===== src/rtl/lpsPkg.sv =====
package lpsPkg;
  typedef enum logic [1:0] {
    ST_RUN   = 2'd0,
    ST_SLEEP = 2'd1,
    ST_STOP  = 2'd2,
    ST_STAB  = 2'd3
  } lpState_t;

  // strobes from control to datapath
  typedef struct packed {
    logic snapLoad;   // latch enables and stabilization select
    logic cntClr;     // restart the stabilization counter
    logic cntRun;     // advance the stabilization counter
  } lpStrobe_t;
endpackage


===== src/rtl/lpsDatapath.sv =====
module lpsDatapath
  import lpsPkg::*;
#(
  parameter int IRQ_W = 8,
  parameter int TMR_IRQ = 3,
  parameter logic [IRQ_W-1:0] STOP_SRC_MASK = 8'h07,
  parameter int STAB_LO_LOG = 10,
  parameter int STAB_HI_LOG = 11
) (
  input  logic             clk,
  input  logic             rstN,
  input  lpStrobe_t        strobe,
  input  logic [IRQ_W-1:0] irqReq,
  input  logic [IRQ_W-1:0] irqEn,
  input  logic             stabSel,
  input  logic             evtCntMode,
  output logic             wakeStop,
  output logic             wakeSleep,
  output logic             stabDone
);
  localparam int CNT_W = STAB_HI_LOG;
  localparam logic [CNT_W-1:0] LAST_LO = CNT_W'((1 << STAB_LO_LOG) - 1);
  localparam logic [CNT_W-1:0] LAST_HI = {CNT_W{1'b1}};

  logic [IRQ_W-1:0] enSnap;
  logic             selSnap;
  logic [IRQ_W-1:0] stopMask;
  logic [CNT_W-1:0] stabCnt;
  logic [CNT_W-1:0] stabLast;

  always_ff @(posedge clk or negedge rstN) begin
    if (!rstN) begin
      enSnap  <= '0;
      selSnap <= 1'b0;
    end else if (strobe.snapLoad) begin
      enSnap  <= irqEn;
      selSnap <= stabSel;
    end
  end

  // per-source stop qualification; the timer source depends on event mode
  for (genvar i = 0; i < IRQ_W; i++) begin : gMask
    if (i == TMR_IRQ) begin : gTmr
      assign stopMask[i] = evtCntMode;
    end else begin : gFix
      assign stopMask[i] = STOP_SRC_MASK[i];
    end
  end

  assign wakeSleep = |(irqReq & enSnap);
  assign wakeStop  = |(irqReq & enSnap & stopMask);

  always_ff @(posedge clk or negedge rstN) begin
    if (!rstN) begin
      stabCnt <= '0;
    end else if (strobe.cntClr) begin
      stabCnt <= '0;
    end else if (strobe.cntRun) begin
      stabCnt <= stabCnt + 1'b1;
    end
  end

  assign stabLast = selSnap ? LAST_HI : LAST_LO;
  assign stabDone = strobe.cntRun && (stabCnt == stabLast);
endmodule


===== src/rtl/lpsCtrl.sv =====
module lpsCtrl
  import lpsPkg::*;
(
  input  logic      clk,
  input  logic      rstN,
  input  logic      stopReq,
  input  logic      sleepReq,
  input  logic      wakeStop,
  input  logic      wakeSleep,
  input  logic      stabDone,
  input  logic      evtCntMode,
  output lpStrobe_t strobe,
  output logic      mainOscEn,
  output logic      xtalPinsLow,
  output logic      cpuClkEn,
  output logic      bitClkEn,
  output logic      tmrClkEn,
  output logic      watchClkEn,
  output logic      lcdClkEn,
  output logic      wakeDone
);
  lpState_t state, stateNext;
  logic     resume;

  always_comb begin
    stateNext = state;
    case (state)
      ST_RUN:   if (stopReq) stateNext = ST_STOP;
                else if (sleepReq) stateNext = ST_SLEEP;
      ST_SLEEP: if (wakeSleep) stateNext = ST_RUN;
      ST_STOP:  if (wakeStop) stateNext = ST_STAB;
      ST_STAB:  if (stabDone) stateNext = ST_RUN;
      default:  stateNext = ST_RUN;
    endcase
  end

  assign resume = ((state == ST_SLEEP) && wakeSleep) ||
                  ((state == ST_STAB) && stabDone);

  always_ff @(posedge clk or negedge rstN) begin
    if (!rstN) begin
      state    <= ST_RUN;
      wakeDone <= 1'b0;
    end else begin
      state    <= stateNext;
      wakeDone <= resume;
    end
  end

  always_comb begin
    strobe.snapLoad = (state == ST_RUN) && (stopReq || sleepReq);
    strobe.cntClr   = (state == ST_STOP) && wakeStop;
    strobe.cntRun   = (state == ST_STAB);
  end

  always_comb begin
    mainOscEn   = 1'b1;
    xtalPinsLow = 1'b0;
    cpuClkEn    = 1'b1;
    bitClkEn    = 1'b1;
    tmrClkEn    = 1'b1;
    watchClkEn  = 1'b1;
    lcdClkEn    = 1'b1;
    case (state)
      ST_SLEEP: cpuClkEn = 1'b0;
      ST_STOP: begin
        mainOscEn   = 1'b0;
        xtalPinsLow = 1'b1;
        cpuClkEn    = 1'b0;
        bitClkEn    = 1'b0;
        tmrClkEn    = evtCntMode;
      end
      ST_STAB: begin
        cpuClkEn = 1'b0;
        bitClkEn = 1'b0;
        tmrClkEn = evtCntMode;
      end
      default: ;
    endcase
  end
endmodule


===== src/rtl/lowPowerSeq.sv =====
module lowPowerSeq
  import lpsPkg::*;
#(
  parameter int IRQ_W = 8,
  parameter int TMR_IRQ = 3,
  parameter logic [IRQ_W-1:0] STOP_SRC_MASK = 8'h07,
  parameter int STAB_LO_LOG = 10,
  parameter int STAB_HI_LOG = 11
) (
  input  logic             clk,
  input  logic             rstN,
  input  logic             stopReq,
  input  logic             sleepReq,
  input  logic [IRQ_W-1:0] irqReq,
  input  logic [IRQ_W-1:0] irqEn,
  input  logic             stabSel,
  input  logic             evtCntMode,
  output logic             mainOscEn,
  output logic             xtalPinsLow,
  output logic             cpuClkEn,
  output logic             bitClkEn,
  output logic             tmrClkEn,
  output logic             watchClkEn,
  output logic             lcdClkEn,
  output logic             wakeDone
);
  lpStrobe_t strobe;
  logic      wakeStop, wakeSleep, stabDone;

  lpsCtrl uCtrl (
    .clk(clk), .rstN(rstN), .stopReq(stopReq), .sleepReq(sleepReq),
    .wakeStop(wakeStop), .wakeSleep(wakeSleep), .stabDone(stabDone),
    .evtCntMode(evtCntMode), .strobe(strobe),
    .mainOscEn(mainOscEn), .xtalPinsLow(xtalPinsLow), .cpuClkEn(cpuClkEn),
    .bitClkEn(bitClkEn), .tmrClkEn(tmrClkEn), .watchClkEn(watchClkEn),
    .lcdClkEn(lcdClkEn), .wakeDone(wakeDone)
  );

  lpsDatapath #(
    .IRQ_W(IRQ_W), .TMR_IRQ(TMR_IRQ), .STOP_SRC_MASK(STOP_SRC_MASK),
    .STAB_LO_LOG(STAB_LO_LOG), .STAB_HI_LOG(STAB_HI_LOG)
  ) uDp (
    .clk(clk), .rstN(rstN), .strobe(strobe), .irqReq(irqReq), .irqEn(irqEn),
    .stabSel(stabSel), .evtCntMode(evtCntMode),
    .wakeStop(wakeStop), .wakeSleep(wakeSleep), .stabDone(stabDone)
  );
endmodule


===== config.mk =====
export PLATFORM = sky130hd
export DESIGN_NAME = lowPowerSeq
export DESIGN_NICKNAME = d
export VERILOG_FILES = /design/src/rtl/lpsPkg.sv /design/src/rtl/lpsDatapath.sv /design/src/rtl/lpsCtrl.sv /design/src/rtl/lowPowerSeq.sv
export SDC_FILE = /design/constraint.sdc
export NUM_CORES = 1
export LEC_CHECK = 0
export BUFFER_PORTS_ARGS = -buffer_cell sky130_fd_sc_hd__clkbuf_2
export CAP_MARGIN = 15
export CORE_MARGIN = 5
export CORE_UTILIZATION = 51
export DETAILED_ROUTE_END_ITERATION = 8
export PLACE_DENSITY = 0.84
export SYNTH_ARGS = -nofsm -noshare
export SYNTH_HDL_FRONTEND = slang
export SYNTH_SLANG_ARGS = --single-unit

===== constraint.sdc =====
create_clock -name clk -period 1.67 [get_ports clk]
set_input_delay 0.334 -clock clk [delete_from_list [all_inputs] [get_ports clk]]
set_output_delay 0.334 -clock clk [all_outputs]
set_load 0.02 [all_outputs]

==> reports/metrics.csv, run 1 <==
metric,value,unit
CP Capture Type,primary output,
Hold Buf Count CTS,0,
Cells after Synth,114,
ys flop type,dfrtp_1,
Starting Density,53.6,%
die area,3390,um^2
GRT overflow,0,
IO Port Bufs,27,
max-slew violation count,0,
worst vdd ir,0.436,mV
Synth Area per Inst,10.4,um^2
Pleak,0.649,nW
Routability Congestion,0.736,
clk_lat worst skew,310,ps
startpoint types,register,
Slew @ Worst Pin,558,ps
Final Hold Vio Count,23,
final core utilization,62.3,%
cell taking the most area after synthesis,dfrtp_1,
Worst Path Required,1340,ps
DR vias,995,
core footprint,2210,um^2
IO Pins,30,
DR iter-0 viols,34,
GRT Util Overall,16.6,%
clock sink count,23,
synthesis-stage register bit count,23,
vias per cell,5.82,
sequential share of the synthesized area,48.6,%
max_slew headroom,62.8,%
DR pass1 iterations,4,
crit path DAT,1230,ps
vias in the first global route,1017,
WHS,-17.3,ps
Clock Skew,6.22,ps
Inserted Diodes,0,
Synth cell types,36,
status,"finished, violations left",
residual DRC count,0,
asr flop ratio synth,100,%
cell with the most instances after synthesis,dfrtp_1,
fmax,641,MHz
Chip Width,58.2,um
Synth Warn #,0,
H-Tree Depth,1,
CTS Buf Count,3,
pwr dens,620,nW/um^2
maximum clock path buffer count,2,
first-pass GRT wire length,4.37,mm
hpwl dp,1.92,mm
Setup-failing EPs final,0,
HP Class,input pin to asynchronous set/reset pin,
Worst-path clk slew,120,ps
max-cap violations,0,
Routed Antenna Nets,0,
Period minus WS final,1560,ps
Die H,58.2,um
WL final,2.51,mm
"EDFF count, synth",0,
failing checks,hold timing,
layout cells sized above 1,39.2,%
CTS root buf,clkbuf_4,
"top cells by count, synth","dfrtp_1, mux2_2, nand2_1, o21ai_2, a21oi_1",
share of Yosys cell area claimed by the top area cell type,48.6,%
initial antenna violation count,0,
largest net degree at the start of global routing,24,
Post-Synthesis Cell Area,1180,um^2
RSZ-0062 raised after global routing,false,
Synth area leaders,"dfrtp_1, mux2_2, o21ai_2",
routed length per placed instance,14.7,um
TritonCTS clock tree,built,
setup tns final,0,ps
Tcrit/Tclk final,93.4,%
"critical path fanouts, max",7,
nets,167,
Area Growth Syn to Fin,16.3,%
crit path kind,register to primary output,
row count,17,
-- critical path, cell delays in order, from the launching register on --
cell and delay, ps:
dfrtp_1 470, inv_2 150, nand2_1 90, inv_1 50, clkbuf_2 150
-- per-layer routing --
metal | global-route usage, % | up-vias | part of all wire, %
met4 | 8.28 | 0 | 1.8
met1 | 20.3 | 481 | 42
li1 | - | 471 | -
met5 | 0 | - | 0
met3 | 2.23 | 8 | 5.3
met2 | 28.4 | 35 | 50
-- state kept, by name, indices dropped and copies added (netlist names) --
| signal | flops |
|---|---|
| uCtrl.state | 2 |
| uDp.stabCnt | 11 |
| uDp.selSnap | 1 |
| uCtrl.wakeDone | 1 |
| uDp.enSnap | 8 |
-- power breakdown --
group / switching [mW] / internal [mW] / leakage (nW) / total, mW
sequential: 0 / 0.557 / 0.269 / 0.557
combinational: 0.0222 / 0.0181 / 0.365 / 0.0403
clock: 0.163 / 0.0933 / 0.0150 / 0.257
total: 0.186 / 0.668 / 0.649 / 0.854
-- cell type report --
class                           count  area, um^2
Fill cell                         198         835
Sequential cell                    23         576
Multi-Input combinational cell     81         561
Timing Repair Buffer               31         165
Tap cell                           28        35.0
Clock buffer                        4        26.3
Inverter                            4        15.0
-- path summary, 6_finish.rpt --
| kind | start | endpoint | slack (ps) | cells after the start |
|---|---|---|---|---|
| min in group clk | irqEn[6] | uDp.enSnap[6] | 240 | 2 |
| setup / recovery | uCtrl.state[0] | xtalPinsLow | 110 | 4 |
| hold reg to reg | uDp.enSnap[7] | uDp.enSnap[7] | 520 | 1 |
| hold / removal | rstN | uDp.enSnap[3] | -20 | 1 |
| setup reg to reg | uDp.stabCnt[0] | uCtrl.wakeDone | 120 | 5 |
| max in group asynchronous | rstN | uDp.enSnap[2] | 1310 | 1 |
-- per-stage QoR --
stage	setup WS [ps]	instances	power [mW]	hold slack, ps	cell area [um^2]
after floorplan	28.3	115	0.577	38.4	1190
after detailed placement	115	167	0.609	358	1350
after global routing	11.9	171	0.890	27.8	1380
final	109	171	0.854	-17.3	1380
after global placement	179	167	0.607	343	1350
after CTS	28.7	171	0.861	12.2	1370
-- cells in the final DEF, fill, tap and decap left out, types with 2 or more instances in the layout --
cell type   n
a21oi_1     7
a22oi_1     2
and3_1      3
buf_4       4
clkbuf_2   27
clkbuf_4    3
conb_1      2
dfrtp_1    23
inv_1       3
mux2_2      9
nand2_1     9
nand3_1     5
nand4_1     3
nor2_1      6
nor2_2      2
o21ai_0     4
o21ai_2     9
o31ai_1     2
xor2_1      2
-- cell families after synthesis --
family | count (synthesis) | share of synthesized area, %
AO/OA/AOI/OAI | 33 | 20.2
other | 1 | 0.316
multiplexers | 10 | 9.40
AND/OR/NAND/NOR | 32 | 13.3
buffers and inverters | 11 | 4.96
XOR/XNOR | 3 | 2.22
adder cells (fa/ha/maj) | 1 | 1.06
flip-flops | 23 | 48.6
-- what timing repair did --
action                                  4_1_cts  5_1_grt
buffers inserted                              0        0
endpoints found under the setup margin        0        5
gates resized for setup                       0        2
(Power assumes the default switching activity.)
==> run 2: changes to the inputs <==
CORE_UTILIZATION = 55   (was 51)
PLACE_DENSITY = 0.89   (was 0.84)
clock period = 1.8 ns   (was 1.67 ns; I/O delays follow)
==> run 2 against run 1 <==
The run still ends with hold timing left. Utilization is 5.9 points higher. Clock power is 4% lower. Non-clock buffer count is 2 lower. Setup slack better by 15 ps. Die area is 6.0% lower. Critical path type unchanged. Largest power group unchanged.
==> reports/metrics.csv, run 2 (synthesis gave the netlist of run 1 again) <==
metric,value,unit,change
max-slew violation count,0,,unchanged
"commonest non-fill, non-tap cell in the layout",clkbuf_2,,unchanged
WHS,-17.0,ps,was -17.3 ps
reg2reg end,uCtrl.wakeDone,,unchanged
GRT Util Overall,17.3,%,was 16.6%
hpwl dp,1.90,mm,was 1.92 mm
crit path DAT,1320,ps,was 1230 ps
Area Growth Syn to Fin,15.2,%,was 16.3%
clock sink count,23,,unchanged
Tcrit/Tclk final,93.1,%,
max_slew headroom,63.6,%,was 62.8%
"commonest cells after routing, fill and taps aside","clkbuf_2, dfrtp_1, nand2_1, o21ai_2, mux2_2",,unchanged
Fillers,149,,was 198
worst vdd ir,0.601,mV,was 0.436 mV
vias per cell,5.86,,was 5.82
Worst-path clk slew,140,ps,was 120 ps
Placed Instance Area,1330,um^2,was 1350 um^2
Period minus WS final,1680,ps,
Routed Antenna Nets,0,,unchanged
routed length per placed instance,14.9,um,was 14.7 um
IO Port Bufs,27,,unchanged
WL final,2.51,mm,about the same
row count,16,,was 17
max-cap violations,0,,unchanged
layout cells sized above 1,38.3,%,was 39.2%
Non-Filler Instances,168,,was 171
clk_lat worst skew,330,ps,was 310 ps
residual DRC count,0,,unchanged
CTS root buf,clkbuf_4,,unchanged
Hold Buf Count CTS,0,,unchanged
placed cells,164,,was 167
Die H,56.4,um,was 58.2 um
fmax,597,MHz,
HP Class,input pin to asynchronous set/reset pin,,unchanged
Post-CTS Setup Inserts,0,,unchanged
GRT overflow,0,,unchanged
DR pass1 iterations,4,,unchanged
initial antenna violation count,0,,unchanged
Worst Path Required,1440,ps,was 1340 ps
final core utilization,68.2,%,was 62.3%
Pleak,0.641,nW,was 0.649 nW
failing checks,hold timing,,unchanged
TritonCTS clock tree,built,,unchanged
pwr dens,586,nW/um^2,was 620 nW/um^2
RSZ-0062 raised after global routing,false,,unchanged
status,"finished, violations left",,unchanged
Slew @ Worst Pin,546,ps,was 558 ps
vias in the first global route,986,,"was 1,017"
Routability Congestion,0.814,,was 0.736
Final Hold Vio Count,14,,was 23
IO Pins,30,,unchanged
FF-to-FF Start,uDp.stabCnt[0],,unchanged
uppermost layer routed,met4,,unchanged
R2R depth,5,,unchanged
Setup-failing EPs final,0,,unchanged
Chip Width,56.4,um,was 58.2 um
met1 wire length,963,um,was 1.07 mm
setup tns final,0,ps,unchanged
largest net degree at the start of global routing,24,,unchanged
DR WL met3,142,um,was 132 um
Clock Skew,17.1,ps,was 6.22 ps
Top reg by flops,uDp.stabCnt,,unchanged
Final Cell Area,1370,um^2,was 1380 um^2
maximum clock path buffer count,2,,unchanged
Inserted Diodes,0,,unchanged
met2 WL,1.33,mm,was 1.27 mm
startpoint types,register,,unchanged
first-pass GRT wire length,4.22,mm,was 4.37 mm
"critical path fanouts, max",7,,unchanged
Starting Density,59.2,%,was 53.6%
Top Registers,"uDp.stabCnt x11, uDp.enSnap x8, uCtrl.state x2",,unchanged
Largest register FFs,11,,unchanged
reg2reg setup slack,180,ps,was 120 ps
H-Tree Depth,1,,unchanged
DR iter-0 viols,26,,was 34
die area,3180,um^2,was 3390 um^2
DR vias,984,,was 995
crit path kind,register to primary output,,unchanged
nets,165,,was 167
CTS Buf Count,3,,unchanged
core footprint,2000,um^2,was 2210 um^2
CP Capture Type,primary output,,unchanged
-- run 2: cell types whose count changed in the layout (fill, tap and decap cells not counted), sizes merged --
cell / before / now
clkbuf: 31 / 30
clkinvlp: 0 / 1
buf: 4 / 2
-- run 2: how the worst max path moves through the flow --
stage	slack [ps]	from	cells past startpoint	to
after global routing	20	uCtrl.state[0]	4	xtalPinsLow
after global placement	270	irqReq[0]	6	uDp.stabCnt[2]
final	120	uCtrl.state[0]	4	xtalPinsLow
after floorplan	160	uCtrl.state[1]	5	uDp.enSnap[0]
after CTS	90	uDp.stabCnt[0]	5	uCtrl.wakeDone
after detailed placement	180	uDp.stabCnt[0]	5	uCtrl.wakeDone
-- run 2: timing repair --
item                                    in CTS  in global routing
hold endpoints to repair                     0                  0
gates resized for setup                      0                  1
endpoints found under the setup margin       0                  2
-- run 2: power breakdown --
part           internal, mW  switching [mW]  total [mW]
sequential            0.517               0       0.517
combinational        0.0168          0.0202      0.0370
clock                0.0852           0.161       0.246
total                 0.619           0.181       0.800
-- run 2: cell type report --
type / count / area, um^2 / area share [%]
clock buffers: 3 / 22.5 / 1.65
clock inverters: 1 / 7.51 / 0.550
inverters: 4 / 15.0 / 1.10
multi-input cells: 81 / 561 / 41.1
flip-flops and latches: 23 / 576 / 42.2
well taps: 27 / 33.8 / 2.47
repair buffers: 29 / 150 / 11.0
-- run 2: worst max-delay path: stages (launching register included) --
cell and delay (ps):
dfrtp_1 460, inv_1 210, nand2_1 110, inv_1 60, clkbuf_2 160
-- run 2: through the flow --
step,hold slack [ps],setup WS [ps],total power [mW]
2_1_floorplan,64.4,158,0.535
3_3_place_gp,369,268,0.563
3_5_place_dp,370,176,0.564
4_1_cts,3.35,93.7,0.806
5_1_grt,6.46,18.3,0.836
6_report,-17.0,124,0.800
-- run 2: routing by layer --
| layer | vias up | global-route usage [%] |
|---|---|---|
| met2 | 38 | 29.9 |
| met1 | 467 | 18.1 |
| met4 | 0 | 9.15 |
| met5 | - | 0 |
| li1 | 466 | - |
| met3 | 13 | 6.42 |
